`config.mk`:
```
export PLATFORM = sky130hd
export DESIGN_NAME = burst_seq_gen
export DESIGN_NICKNAME = d
export VERILOG_FILES = /design/src/rtl/burst_seq_pkg.sv /design/src/rtl/bsg_start_reg.sv /design/src/rtl/bsg_beat_ctr.sv /design/src/rtl/bsg_order_map.sv /design/src/rtl/burst_seq_gen.sv
export SDC_FILE = /design/constraint.sdc
export NUM_CORES = 1
export LEC_CHECK = 0
export BUFFER_PORTS_ARGS = -buffer_cell sky130_fd_sc_hd__buf_2
export CORE_AREA = 2 2 39 41
export DETAILED_ROUTE_END_ITERATION = 7
export DIE_AREA = 0 0 41 43
export MAX_ROUTING_LAYER = met4
export PLACE_DENSITY_LB_ADDON = 0.1
export SLEW_MARGIN = 5
export SYNTH_ARGS = -nofsm -noshare
export SYNTH_HDL_FRONTEND = slang
export SYNTH_SLANG_ARGS = --single-unit
export TNS_END_PERCENT = 10
```
`constraint.sdc`:
```
create_clock -name clk -period 1.75 [get_ports clk]
set_clock_uncertainty 0.05 [all_clocks]
set_input_delay 0.35 -clock clk [delete_from_list [all_inputs] [get_ports clk]]
set_output_delay 0.35 -clock clk [all_outputs]
set_load 0.1 [all_outputs]
```
`src/rtl/burst_seq_pkg.sv`:
```
package burst_seq_pkg;
  typedef enum logic {
    ORD_LINEAR      = 1'b0,
    ORD_INTERLEAVED = 1'b1
  } order_e;
endpackage

```
`src/rtl/bsg_start_reg.sv`:
```
module bsg_start_reg #(
  parameter int AW = 2
) (
  input  logic          clk,
  input  logic          rst_n,
  input  logic          load,
  input  logic [AW-1:0] start_in,
  output logic [AW-1:0] start_q
);
  always_ff @(posedge clk) begin
    if (!rst_n)    start_q <= '0;
    else if (load) start_q <= start_in;
  end
endmodule

```
`src/rtl/bsg_beat_ctr.sv`:
```
module bsg_beat_ctr #(
  parameter int AW = 2
) (
  input  logic          clk,
  input  logic          rst_n,
  input  logic          clear,
  input  logic          step,
  output logic [AW-1:0] count_q
);
  localparam logic [AW-1:0] ONE = AW'(1);

  always_ff @(posedge clk) begin
    if (!rst_n)     count_q <= '0;
    else if (clear) count_q <= '0;
    else if (step)  count_q <= count_q + ONE;
  end
endmodule

```
`src/rtl/bsg_order_map.sv`:
```
module bsg_order_map
  import burst_seq_pkg::*;
#(
  parameter int AW = 2
) (
  input  order_e        order,
  input  logic [AW-1:0] base,
  input  logic [AW-1:0] count,
  output logic [AW-1:0] addr
);
  logic [AW-1:0] lin_addr;
  logic [AW-1:0] ilv_addr;

  assign lin_addr = base + count;
  assign ilv_addr = base ^ count;

  always_comb begin
    unique case (order)
      ORD_INTERLEAVED: addr = ilv_addr;
      default:         addr = lin_addr;
    endcase
  end
endmodule

```
`src/rtl/burst_seq_gen.sv`:
```
module burst_seq_gen
  import burst_seq_pkg::*;
#(
  parameter int AW = 2
) (
  input  logic          clk,
  input  logic          rst_n,
  input  logic          load_i,
  input  logic [AW-1:0] start_i,
  input  logic          adv_n_i,
  input  logic          order_i,
  output logic [AW-1:0] beat_addr_o,
  output logic [AW-1:0] beat_idx_o
);
  logic [AW-1:0] start_q;
  logic [AW-1:0] count_q;
  logic          step;
  order_e        order_sel;

  // Load wins over advance on the same edge.
  assign step      = !adv_n_i && !load_i;
  assign order_sel = order_e'(order_i);

  bsg_start_reg #(.AW(AW)) u_start (
    .clk      (clk),
    .rst_n    (rst_n),
    .load     (load_i),
    .start_in (start_i),
    .start_q  (start_q)
  );

  bsg_beat_ctr #(.AW(AW)) u_ctr (
    .clk     (clk),
    .rst_n   (rst_n),
    .clear   (load_i),
    .step    (step),
    .count_q (count_q)
  );

  bsg_order_map #(.AW(AW)) u_map (
    .order (order_sel),
    .base  (start_q),
    .count (count_q),
    .addr  (beat_addr_o)
  );

  assign beat_idx_o = count_q;
endmodule

```
[Yosys cells after proc, flatten, opt, wreduce, memory -nomap -nowiden]
Cells that the tools add are included.
Word-level totals
  output and inout port bits: 4
  bits in registers: 4
  input bits: 7
Operators by class
  bitwise operators: 2
  reductions and logical operators: 4
  add/subtract/negate cells: 2
  multiplexer cells: 1
Operators with widths (number)
  adder 2 x 1 -> 2 bit, second input constant: 1
  adder 2 bit: 1
  logical NOT 1 bit: 2
  2-to-1 mux 2 bit: 1
  OR reduction 2 bit: 1
  XOR 2 bit: 1
  logical AND 1 bit: 1
  NOT 1 bit: 1

[Depth between registers and ports, before layout]
Gate-level depths: netlist of run 1.
  depth in word-level cells: 2
  gate-level depth with buffers: 3

[Modules after synthesis]
From an unflattened synthesis of run 1, not the netlist that was laid out.
Unflattened totals
  cell total of the unflattened synthesis: 19
  area, all modules: 197.7 um2
Modules (own cells, without submodules)
  bsg_beat_ctr: instances 1, cells an instance 8, area each 85.1 um2
  bsg_start_reg: instances 1, cells an instance 6, area each 72.6 um2
  bsg_order_map: instances 1, cells an instance 4, area each 36.3 um2
  burst_seq_gen: instances 1, cells an instance 1, area each 3.8 um2

[Worst setup path before layout of run 1]
OpenSTA, ideal clock, no wires.
  kind: register -> output
  from: register u_ctr.count_q[1]
  to: output port beat_addr_o[1]
  data arrival time: 2.783 ns
  stages on the path, launching flop included: 3
  slack: -1.433 ns
  buffers on the path: 0
  cells stage by stage: dfxtp_1 xnor2_1 xnor2_1
On the way
  longest elaborated chain between the ends: 2
Ends and longest elaborated chain
  start: declaration: line bsg_beat_ctr.sv:8  | output logic [AW-1:0] count_q
  start signal: assignment: line bsg_beat_ctr.sv:15  | else if (step) count_q <= count_q + ONE;
  adder 2 bit / XOR 2 bit (equally long branches): line bsg_order_map.sv:14, bsg_order_map.sv:15
  2-to-1 mux 2 bit (*): line bsg_order_map.sv:18  | unique case (order)
  end: declaration: line burst_seq_gen.sv:12  | output logic [AW-1:0] beat_addr_o,
Mark *: on every way between the ends. The rest lies on a longest branch, timed or not.

[Final worst setup path of run 1]
  from: register u_ctr.count_q[0]
  to: output port beat_addr_o[0]
The elaborated chain is that of the path after synthesis.

==> qor.txt, run 1 <==
number of buffers inserted to repair setup after CTS: 0
series of cell instances along the critical path: ha_4 > buf_2
GRT overflow: 0
sequential share of the synthesized area: 40.0%
share of post-route cells with drive strength above 1: 68.8%
Vias/cell: 3.52
arrival time of data at the critical path endpoint: 1.25 ns
critical path's largest stage delay: 0.41 ns
Core Area: 0.00138 mm²
DRT Pass-1 Iters: 1
setup repair after global routing missed its margin: no
H-tree depth reported by CTS: 1
Clk pin slew, worst setup/hold paths: 0.04 ns
vertical die dimension: 43 µm
Worst slew margin: 67.4%
clock sink total: 4
number of buffers inserted by port buffering: 10
final number of setup-violating endpoints: 0
endpoint required time on the critical path: 1.35 ns
netlist area before placement: 200 µm²
Setup crit start kind: register
maximum number of pins on one net before global-route repair: 5
Max clock buf depth: 2
total of max-cap violations: 0
GRT Util Overall: 6.57%
starting DRC count in detailed routing: 0
wire length reported by the detailed router: 395 µm
Tcrit/Tclk final: 94.2%
number of distinct library cells after synthesis: 10
worst-path maximum fanout: 4
type of element capturing the critical path: primary output
Critical path buffers and inverters: 1
antenna violations before repair: 0
global-route wire length before repair: 690 µm
Post-Synthesis Cells: 18
DRC violation count after routing: 0
setup total negative slack: 0 ns
GP Congestion: 0.586
proportion of netlist area held by the largest area contributor: 40.0%
number of enable-type register cells in the synthesized netlist: 0
Power Dens Cells: 850 mW/mm²
Clk Tree Root Cell: sky130_fd_sc_hd__clkbuf_4
post-synthesis net count: 26
Die Footprint: 0.00176 mm²
count of antenna-violating nets left after detailed routing: 0
top-count cell post-synth: sky130_fd_sc_hd__dfxtp_1
warning count from the yosys run: 0
top post-synthesis cells by area: sky130_fd_sc_hd__dfxtp_1 (40%), sky130_fd_sc_hd__xnor2_1 (13%), sky130_fd_sc_hd__mux2i_1 (10%)
# hold bufs at CTS: 0
via count: 169
Num CTS Buffers: 3
routed wire length per instance: 8.23 µm
Hold Crit Class: primary input to register
sum of internal, switching and leakage power: 0.311 mW
Post-layout nets: 41
crit path time final: 1.65 ns
Least-Margin Pin Slew: 0.492 ns
VDD IR-drop max: 0.000283 V
Area growth syn-to-layout: 82.5%
initial standard-cell utilization of the core: 14.5%
CTS tree: built
Critical Setup Path Class: register to primary output
count of pins over their slew limit: 0
total number of placement rows: 14
ys flop type: sky130_fd_sc_hd__dfxtp_1
vias in the first global route: 178
f_max: 607 MHz
Leakage Power: 0.150 nW
Finished Cell Area: 365 µm²
final antenna diode count: 0
placed inst area: 332 µm²
Crit path max-delay family: buffers and inverters
cell type with the highest aggregate area in the netlist: sky130_fd_sc_hd__dfxtp_1
hold violation count in the final report: 0
status: complete, no violations
share of async-settable or async-resettable flops after synthesis: 0%
clock latency on the worst-skew pair: 0.23 ns
post-synthesis area per instance: 11.1 µm²
master of the slowest instance on the critical path: sky130_fd_sc_hd__buf_2
#FFs+latches synth: 4
number of I/O pins: 11
most frequent cells after synthesis: sky130_fd_sc_hd__dfxtp_1 (4), sky130_fd_sc_hd__nor2b_1 (3), sky130_fd_sc_hd__xnor2_1 (3), sky130_fd_sc_hd__mux2i_1 (2)
die span in x: 41 µm
power breakdown:
part / internal, mW / switching, mW / leakage (nW)
logic: 0.0301 / 0.0584 / 0.101
clock network: 0.0855 / 0.0378 / 0.0150
registers: 0.0940 / 0.00477 / 0.0343
total: 0.210 / 0.101 / 0.150
layout by cell type (no fill, tap or decap), types with 2 or more instances in the layout:
cell	n
sky130_fd_sc_hd__buf_2	9
sky130_fd_sc_hd__clkbuf_4	3
sky130_fd_sc_hd__dfxtp_1	2
sky130_fd_sc_hd__dfxtp_4	2
sky130_fd_sc_hd__mux2i_1	2
sky130_fd_sc_hd__nor2b_1	2
sky130_fd_sc_hd__nor2b_4	2
cell families after synthesis:
group,after synthesis,share of synthesized area [%]
mux,2,10.0
xor+xnor,3,13.1
fa+ha+maj,1,6.25
simple gates,8,30.6
flops,4,40.0
per-stage QoR:
stage                     instances  utilization (%)  hold slack, ns  setup slack [ns]
after floorplan                  18                -           0.428          -0.00336
after global placement           44             24.0           0.459             0.304
after detailed placement         44             24.0           0.463             0.305
after CTS                        48             25.9           0.309            0.0470
after global routing             48             26.4           0.313            0.0480
final                            48             26.4           0.317             0.102
worst paths after layout:
| kind | depth (start not counted) | slack (ns) | endpoint | start |
|---|---|---|---|---|
| worst max register to register | 3 | 0.90 | u_ctr.count_q[1]$_SDFFE_PP0P_ | u_ctr.count_q[0]$_SDFFE_PP0P_ |
| worst max-delay path | 2 | 0.10 | beat_addr_o[0] | u_ctr.count_q[0]$_SDFFE_PP0P_ |
| worst min-delay path | 2 | 0.32 | u_start.start_q[0]$_SDFFE_PN0P_ | rst_n |
| worst min register to register | 2 | 0.48 | u_ctr.count_q[1]$_SDFFE_PP0P_ | u_ctr.count_q[1]$_SDFFE_PP0P_ |
metal layers:
metal	GRT usage (%)	share of wire (%)	routed length [µm]
met2	8.44	52	204
met5	-	0	0
met1	6.07	43	168
met3	3.14	5.6	22
met4	8.00	0	0
registers in the layout, summed over array words and instances, names as in the netlist:
signal / cells
u_ctr.count_q: 2
u_start.start_q: 2
final cells by class:
class	count	area, µm²
tap	16	20.0
clock buffer	4	26.3
sequential	4	87.6
timing repair buffer	10	65.1
multi-input combinational	14	166
fill	150	1020
timing repair:
action / in CTS / in global routing
setup endpoints to repair: 0 / 1
gates resized for setup: 0 / 1
hold endpoints to repair: 0 / 0
Power figures use the tool's default switching activity.
==> run 2: changes to the inputs <==
--- a/config.mk
+++ b/config.mk
@@ -5,6 +5,7 @@
 export SDC_FILE = /design/constraint.sdc
 export NUM_CORES = 1
 export LEC_CHECK = 0
+export ABC_AREA = 0
 export BUFFER_PORTS_ARGS = -buffer_cell sky130_fd_sc_hd__buf_2
 export CORE_AREA = 2 2 39 41
 export DETAILED_ROUTE_END_ITERATION = 7
==> constraint.sdc (replaced) <==
create_clock -name clk -period 1.7 [get_ports clk]
set_clock_uncertainty 0.05 [all_clocks]
set_input_delay 0.085 -clock clk [delete_from_list [all_inputs] [get_ports clk]]
set_output_delay 0.085 -clock clk [all_outputs]
set_load 0.1 [all_outputs]
==> run 2 against run 1 <==
Worst hold slack worse by 0.27 ns. Die area stayed put. Routed wire length down 4.8%. Critical path type unchanged. Largest power group unchanged.
==> qor.txt, run 2 (synthesis gave the netlist of run 1 again) <==
status: complete, no violations (unchanged)
# hold bufs at CTS: 0 (unchanged)
met1 capacity usage during global routing: 5.81% (was 6.07%)
Max clock buf depth: 2 (unchanged)
final antenna diode count: 0 (unchanged)
Finished Cell Area: 329 µm² (was 365 µm²)
Clk Tree Root Cell: sky130_fd_sc_hd__clkbuf_4 (unchanged)
DRC violation count after routing: 0 (unchanged)
met2 usage in global routing: 4.69% (was 8.44%)
series of cell instances along the critical path: ha_1 > nor2b_1 > xnor2_4 > buf_12 (was ha_4 > buf_2)
wire length reported by the detailed router: 376 µm (was 395 µm)
count of pins over their slew limit: 0 (unchanged)
count of antenna-violating nets left after detailed routing: 0 (unchanged)
number of buffers inserted by port buffering: 10 (unchanged)
Hold Crit Class: primary input to register (unchanged)
GRT Util Overall: 5.56% (was 6.57%)
Crit path max-delay family: flip-flops (was buffers and inverters)
met3 usage: 6.28% (was 3.14%)
f_max: 665 MHz
initial standard-cell utilization of the core: 14.5% (unchanged)
clock sink total: 4 (unchanged)
final number of setup-violating endpoints: 0 (unchanged)
largest registers in the final layout: u_ctr.count_q: 2 flops, u_start.start_q: 2 flops (unchanged)
Leakage Power: 0.148 nW (was 0.150 nW)
Die Footprint: 0.00176 mm² (unchanged)
endpoint required time on the critical path: 1.56 ns (was 1.35 ns)
total of max-cap violations: 0 (unchanged)
leading cell type in the layout, fill and taps excluded: sky130_fd_sc_hd__buf_2 (unchanged)
Critical Setup Path Class: register to primary output (unchanged)
clock latency on the worst-skew pair: 0.23 ns (about the same)
setup total negative slack: 0 ns (unchanged)
die span in x: 41 µm (unchanged)
worst-path maximum fanout: 2 (was 4)
DRT Pass-1 Iters: 2 (was 1)
most used cells in the layout excluding fill and tap cells: sky130_fd_sc_hd__buf_2 (9), sky130_fd_sc_hd__nor2b_1 (3), sky130_fd_sc_hd__clkbuf_4 (3) (was sky130_fd_sc_hd__buf_2 (9), sky130_fd_sc_hd__clkbuf_4 (3))
H-tree depth reported by CTS: 1 (unchanged)
via count: 160 (was 169)
Setup crit start kind: register (unchanged)
Core Area: 0.00138 mm² (unchanged)
arrival time of data at the critical path endpoint: 1.37 ns (was 1.25 ns)
critical path's largest stage delay: 0.33 ns (was 0.41 ns)
CTS tree: built (unchanged)
Num CTS Buffers: 3 (unchanged)
vertical die dimension: 43 µm (unchanged)
count of cells resized by post-cts repair: 0 (unchanged)
antenna violations before repair: 0 (unchanged)
HPWL after detailed placement: 331 µm
number of I/O pins: 11 (unchanged)
crit path time final: 1.50 ns
Least-Margin Pin Slew: 0.486 ns (was 0.492 ns)
Worst slew margin: 67.8% (was 67.4%)
maximum number of pins on one net before global-route repair: 5 (unchanged)
highest-utilization routing layer at the global route stage: met3 (was met2)
Critical path buffers and inverters: 1 (unchanged)
Tcrit/Tclk final: 88.5%
number of buffers inserted to repair setup after CTS: 0 (unchanged)
Post-layout nets: 41 (unchanged)
Clk pin slew, worst setup/hold paths: 0.04 ns (about the same)
Vias/cell: 3.40 (was 3.52)
starting DRC count in detailed routing: 1 (was 0)
VDD IR-drop max: 0.000328 V (was 0.000283 V)
vias in the first global route: 134 (was 178)
setup repair after global routing missed its margin: no (unchanged)
final core occ: 23.8% (was 26.4%)
routed wire length per instance: 8.00 µm (was 8.23 µm)
master of the slowest instance on the critical path: sky130_fd_sc_hd__dfxtp_1 (was sky130_fd_sc_hd__buf_2)
Area growth syn-to-layout: 64.4% (was 82.5%)
total number of placement rows: 14 (unchanged)
hold violation count in the final report: 0 (unchanged)
global-route wire length before repair: 517 µm (was 690 µm)
number of fill cells: 155 (was 150)
Power Dens Cells: 927 mW/mm² (was 850 mW/mm²)
share of post-route cells with drive strength above 1: 61.3% (was 68.8%)
type of element capturing the critical path: primary output (unchanged)
placed inst area: 307 µm² (was 332 µm²)
GP Congestion: 0.598 (was 0.586)
GRT overflow: 0 (unchanged)
run 2: cell type report:
| cell class | count | area, µm² | share of cell area (%) |
|---|---|---|---|
| tap | 16 | 20.0 | 6.08 |
| clock buffer | 3 | 22.5 | 6.84 |
| timing repair buffer | 10 | 65.1 | 19.8 |
| sequential | 4 | 82.6 | 25.1 |
| multi-input combinational | 14 | 139 | 42.2 |
run 2: path summary, 6_finish.rpt:
kind	from	to	slack [ns]	cells after the start
worst max-delay path	u_start.start_q[0]$_SDFFE_PN0P_	beat_addr_o[1]	0.20	4
worst min-delay path	rst_n	u_start.start_q[1]$_SDFFE_PN0P_	0.05	2
worst max register to register	u_ctr.count_q[0]$_SDFFE_PP0P_	u_ctr.count_q[1]$_SDFFE_PP0P_	0.87	3
worst min register to register	u_ctr.count_q[1]$_SDFFE_PP0P_	u_ctr.count_q[1]$_SDFFE_PP0P_	0.48	2
run 2: routing by layer:
layer,wire length (µm),share of wire (%)
met1,158,42
met2,171,45
met3,46,12
met4,0,0
met5,0,0
run 2: where the power goes:
group / total (mW) / switching [mW] / internal (mW) / leakage [nW]
clock: 0.114 / 0.0356 / 0.0788 / 0.0138
sequential: 0.102 / 0.00320 / 0.0992 / 0.0337
combinational: 0.0882 / 0.0591 / 0.0291 / 0.100
run 2: metrics by stage:
step                worst slack [ns]  instances  hold slack (ns)  total power, mW
finish                         0.196         47           0.0468            0.305
global route                   0.117         47           0.0519            0.325
CTS                            0.171         47           0.0411            0.315
detailed placement             0.430         44            0.288            0.193
global placement               0.432         44            0.278            0.193
floorplan                     0.0184         18            0.163            0.171
